==> config.mk <==
export PLATFORM = sky130hd
export DESIGN_NAME = pmode_guard
export DESIGN_NICKNAME = d
export VERILOG_FILES = /design/src/rtl/pmode_pkg.sv /design/src/rtl/pm_sync.sv /design/src/rtl/pm_guard_sample.sv /design/src/rtl/pm_entry_seq.sv /design/src/rtl/pmode_guard.sv
export SDC_FILE = /design/constraint.sdc
export NUM_CORES = 1
export LEC_CHECK = 0
export BUFFER_PORTS_ARGS = -buffer_cell sky130_fd_sc_hd__buf_2
export CAP_MARGIN = 25
export CORE_AREA = 2 2 39 41
export DETAILED_ROUTE_END_ITERATION = 10
export DIE_AREA = 0 0 41 43
export PLACE_DENSITY = 0.44
export SLEW_MARGIN = 40
export SYNTH_ARGS = -nofsm -noshare
export SYNTH_HDL_FRONTEND = slang
export SYNTH_SLANG_ARGS = --single-unit
==> constraint.sdc <==
create_clock -name clk -period 2.79 [get_ports clk]
set_input_delay 0.1395 -clock clk [delete_from_list [all_inputs] [get_ports clk]]
set_output_delay 0.1395 -clock clk [all_outputs]
set_load 0.01 [all_outputs]
==> src/rtl/pmode_pkg.sv <==
package pmode_pkg;
  // Field positions inside a power-control register write
  localparam int unsigned IDLE_MODE_BIT = 0;
  localparam int unsigned PD_MODE_BIT   = 1;
  localparam int unsigned IDLE_ARM_BIT  = 2;
  localparam int unsigned PD_ARM_BIT    = 3;
  localparam int unsigned MIN_DATA_W    = 4;

  typedef struct packed {
    logic pd;
    logic idle;
  } mode_pair_t;
endpackage

==> src/rtl/pm_sync.sv <==
module pm_sync #(
  parameter int unsigned STAGES = 2
) (
  input  logic clk,
  input  logic d,
  output logic q
);
  logic [STAGES-1:0] chain;

  generate
    if (STAGES == 1) begin : g_one
      always_ff @(posedge clk) chain[0] <= d;
    end else begin : g_many
      always_ff @(posedge clk) chain <= {chain[STAGES-2:0], d};
    end
  endgenerate

  assign q = chain[STAGES-1];
endmodule

==> src/rtl/pm_guard_sample.sv <==
module pm_guard_sample (
  input  logic clk,
  input  logic rst,
  input  logic pin_sync,
  input  logic phase_stb,
  output logic prot_q,
  output logic wdt_start
);
  // Live gating level: refreshed only at the sampling phase
  always_ff @(posedge clk) begin
    if (rst)            prot_q <= 1'b1;
    else if (phase_stb) prot_q <= pin_sync;
  end

  // Auto-start level: tracks the pin during reset, frozen afterwards
  always_ff @(posedge clk) begin
    if (rst) wdt_start <= pin_sync;
  end
endmodule

==> src/rtl/pm_entry_seq.sv <==
module pm_entry_seq
  import pmode_pkg::*;
#(
  parameter int unsigned DATA_W = 8
) (
  input  logic              clk,
  input  logic              rst,
  input  logic              prot_q,
  input  logic              wr_en,
  input  logic [DATA_W-1:0] wr_data,
  input  logic              wake,
  output mode_pair_t        req
);
  mode_pair_t armed;
  mode_pair_t hit;
  logic       busy;

  assign busy     = req.idle | req.pd;
  assign hit.pd   = armed.pd & wr_data[PD_MODE_BIT];
  assign hit.idle = armed.idle & wr_data[IDLE_MODE_BIT] & ~hit.pd;

  always_ff @(posedge clk) begin
    if (rst) begin
      armed <= '0;
      req   <= '0;
    end else if (busy) begin
      armed <= '0;
      if (wake) req <= '0;
    end else if (wr_en) begin
      if (hit.pd | hit.idle) begin
        armed <= '0;
        if (!prot_q) req <= hit;
      end else begin
        armed.pd   <= wr_data[PD_ARM_BIT];
        armed.idle <= wr_data[IDLE_ARM_BIT];
      end
    end
  end
endmodule

==> src/rtl/pmode_guard.sv <==
module pmode_guard
  import pmode_pkg::*;
#(
  parameter int unsigned DATA_W      = 8,
  parameter int unsigned SYNC_STAGES = 2
) (
  input  logic              clk,
  input  logic              rst,
  input  logic              prot_pin,
  input  logic              phase_stb,
  input  logic              wr_en,
  input  logic [DATA_W-1:0] wr_data,
  input  logic              wake,
  output logic              idle_req,
  output logic              pd_req,
  output logic              wdt_start
);
  localparam int unsigned CHK_W = (DATA_W >= MIN_DATA_W) ? 1 : 0;

  logic       pin_sync;
  logic       prot_q;
  mode_pair_t req;

  initial begin
    if (CHK_W == 0) $error("DATA_W too narrow for the control fields");
  end

  pm_sync #(.STAGES(SYNC_STAGES)) u_sync (
    .clk (clk),
    .d   (prot_pin),
    .q   (pin_sync)
  );

  pm_guard_sample u_sample (
    .clk       (clk),
    .rst       (rst),
    .pin_sync  (pin_sync),
    .phase_stb (phase_stb),
    .prot_q    (prot_q),
    .wdt_start (wdt_start)
  );

  pm_entry_seq #(.DATA_W(DATA_W)) u_seq (
    .clk     (clk),
    .rst     (rst),
    .prot_q  (prot_q),
    .wr_en   (wr_en),
    .wr_data (wr_data),
    .wake    (wake),
    .req     (req)
  );

  assign idle_req = req.idle;
  assign pd_req   = req.pd;
endmodule

==> flow_summary.ini <==
[synthesis]
post_synth_instance_area_um2 = 288
synthFlopType = dfxtp_1
synth_commonest_cells = 7 x dfxtp_1, 3 x nor2b_1, 2 x a31oi_1, 2 x a32oi_1, 2 x nor4_1
async_flop_share_pct = 0
synth_top_area_share_pct = 48.7
synthMostInstantiatedCell = dfxtp_1
post_synth.cell_area_avg_um2 = 12.5
synth_area_leader_cell = dfxtp_1
netlist_top_cells_area = dfxtp_1 49%, edfxtp_1 10%, nor4b_4 8.3%
post_synth_num_cell_types = 12
ys_ff_latch = 8
synthesis.yosys.warnings = 0
synthesis.instances = 23
synth_fp_nets = 37
ys_seq_area_share_pct = 59.1
synth_edf_count = 1

[pwr]
power.leakage_uw = 0.000169
power_density_mw_per_mm2 = 587
max-vdd-ir-drop_mv = 0.202

[die]
core_area_mm2 = 0.00138
placement_rows = 14
die_height_um = 43
design.portCount = 17
floorplan.die_area_mm2 = 0.00176
initial_core_util_pct = 20.8
chipWidth_um = 41

[sta]
hold_viol = 0
max_slew.worst_pin.slew_ns = 0.246
worst_clock_skew_ns = 0.00589
finalMaxSlewViolations = 0
max_freq_mhz = 862
relative_slew_margins_pct = 83.5
layout_min_cycle_time_ns = 1.16
layout_worst_path_cycle_share_pct = 41.6
rsz_0062_raised_after_global_routing = no
setup_violations = 0
setup_tns_ns = 0

[worst_setup_path]
worst-setup-path-type = reg2reg
cp-endpoint = u_seq.req[0]$_SDFFE_PP0P_
worstReg2RegStart = u_seq.req[0]$_SDFFE_PP0P_
critical-path-top-delay-family = compound AO/OA/AOI/OAI gates
timing.critical_path.from_type = flip-flop
cp_data_arrival_time_ns = 1.31
end_kind = flip-flop
count_of_cells_along_the_worst_register_to_register_path = 3
worstPathRequired_ns = 2.94
setup.reg_to_reg.worst_slack_ns = 1.63
crit_path_top_delay_cell = dfxtp_1
rr_endpoint = u_seq.req[0]$_SDFFE_PP0P_
timing.critical_path.buf_inv = 0
worst-path-stages = 3
crit_start = u_seq.req[0]$_SDFFE_PP0P_
crit_path_cell_trace = nor4b_4, a32oi_1, a311oi_1
timing.critical_path.slowest_cell_delay_ns = 0.35
crit_path_max_fanout = 5

[clock_network]
cts_repair_resize_count = 0
cts_htree_levels = 1
clk_latency_worst_skew_pair_ns = 0.25
numClockSinks = 8
postCtsHoldBufs = 1
tritoncts = yes
clk_root_buffer_cell = clkbuf_4
clock_pin_slew_reported_for_the_worst_setup_and_hold_paths_after_clock_tree_synthesis_ns = 0.06
max-clock-path-buffers = 2
post_cts.repair.setup_buffers = 0
cts-buffers-inserted = 3

[flow_run]
maxCapViolations = 0

[drt]
wl_um = 524
drtPass1Iterations = 4
drc = 0
vias = 246
wl_per_cell_um = 9.36
drt_first_iter_violations = 6
number_of_routed_nets_with_antenna_violations = 0
mean_number_of_vias_per_cell = 4.39

[finish]
fill_cells = 156
final_nets = 55
seq_area_um2 = 170
area_growth_from_synthesis_to_layout_pct = 40.4
post_route_cells_drive_above_1_share_pct = 40.0
multi_input_area_um2 = 114
finalInstanceArea_um2 = 404
antenna_cells = 0

[placed_design]
placement.io_buffers = 12
gp_congestion = 0.592
placement.cell_area_um2 = 368

[global_route]
grt_usage_pct = 7.68
grt_pass1_wl_um = 841
pin_count_of_the_biggest_net_entering_global_routing = 7
globalRoute.totalOverflow = 0
grt_pass1_vias = 237
initial_antenna_violation_count = 0

[min_path]
hold_path_class = in2reg

[outcome]
result_of_the_run = complete, no violations
[flip-flops by register name (all words and copies together) (netlist names)]
register	count
u_sample.prot_q	1
u_sync.chain	2
u_seq.armed	2
u_sample.wdt_start	1
u_seq.req	2
[placed cells by master, fill, tap and decap left out, types with 2 or more instances in the layout]
| cell type | n |
|---|---|
| a32oi_1 | 2 |
| dfxtp_1 | 7 |
| buf_2 | 12 |
| a31oi_1 | 2 |
| nor2b_1 | 3 |
| nor4_1 | 2 |
| clkbuf_4 | 3 |
[cell type report]
type,count,area share [%]
flip-flops and latches,8,42.1
multi-input cells,14,28.2
clock buffers,4,6.50
well taps,16,4.95
inverters,1,0.929
repair buffers,13,17.3
[how the worst min path moves through the flow]
| stage | from | to | slack (ns) | cells past startpoint |
|---|---|---|---|---|
| 2_1_floorplan | prot_pin | u_sync.chain[0]$_DFF_P_ | 0.17 | 0 |
| 3_3_place_gp | prot_pin | u_sync.chain[0]$_DFF_P_ | 0.24 | 1 |
| 3_5_place_dp | prot_pin | u_sync.chain[0]$_DFF_P_ | 0.24 | 1 |
| 4_1_cts | phase_stb | u_sample.prot_q$_SDFFE_PP1P_ | 0.10 | 2 |
| 5_1_grt | phase_stb | u_sample.prot_q$_SDFFE_PP1P_ | 0.11 | 2 |
| 6_report | phase_stb | u_sample.prot_q$_SDFFE_PP1P_ | 0.11 | 2 |
[per-layer routing]
layer / routed length, µm / track usage (%)
met1: 194 / 7.54
met2: 291 / 10.9
met3: 39 / 3.14
met4: 0 / 8.00
met5: 0 / 0
[where the power goes]
| group | total, µW | switching, µW | internal, µW |
|---|---|---|---|
| logic | 20.0 | 8.39 | 11.6 |
| registers | 125 | 3.16 | 122 |
| clock network | 92.1 | 37.5 | 54.6 |
[cell families (layout without fill, tap and decap cells)]
group / after synthesis / count (layout) / synth area share [%]
flip-flops: 8 / 8 / 59.1
AO/OA/AOI/OAI: 7 / 7 / 19.1
buffers and inverters: 1 / 18 / 1.30
AND/OR/NAND/NOR: 7 / 7 / 20.4
[through the flow]
step / std cells / util [%] / worst slack [ns] / hold WS, ns / total power [µW]
finish: 56 / 29.2 / 1.63 / 0.112 / 237
global route: 56 / 29.2 / 1.55 / 0.111 / 254
detailed placement: 51 / 26.6 / 1.64 / 0.243 / 147
CTS: 56 / 29.2 / 1.62 / 0.104 / 243
global placement: 51 / 26.6 / 1.68 / 0.242 / 146
floorplan: 23 / - / 1.70 / 0.167 / 136
Power figures use the tool's default switching activity.
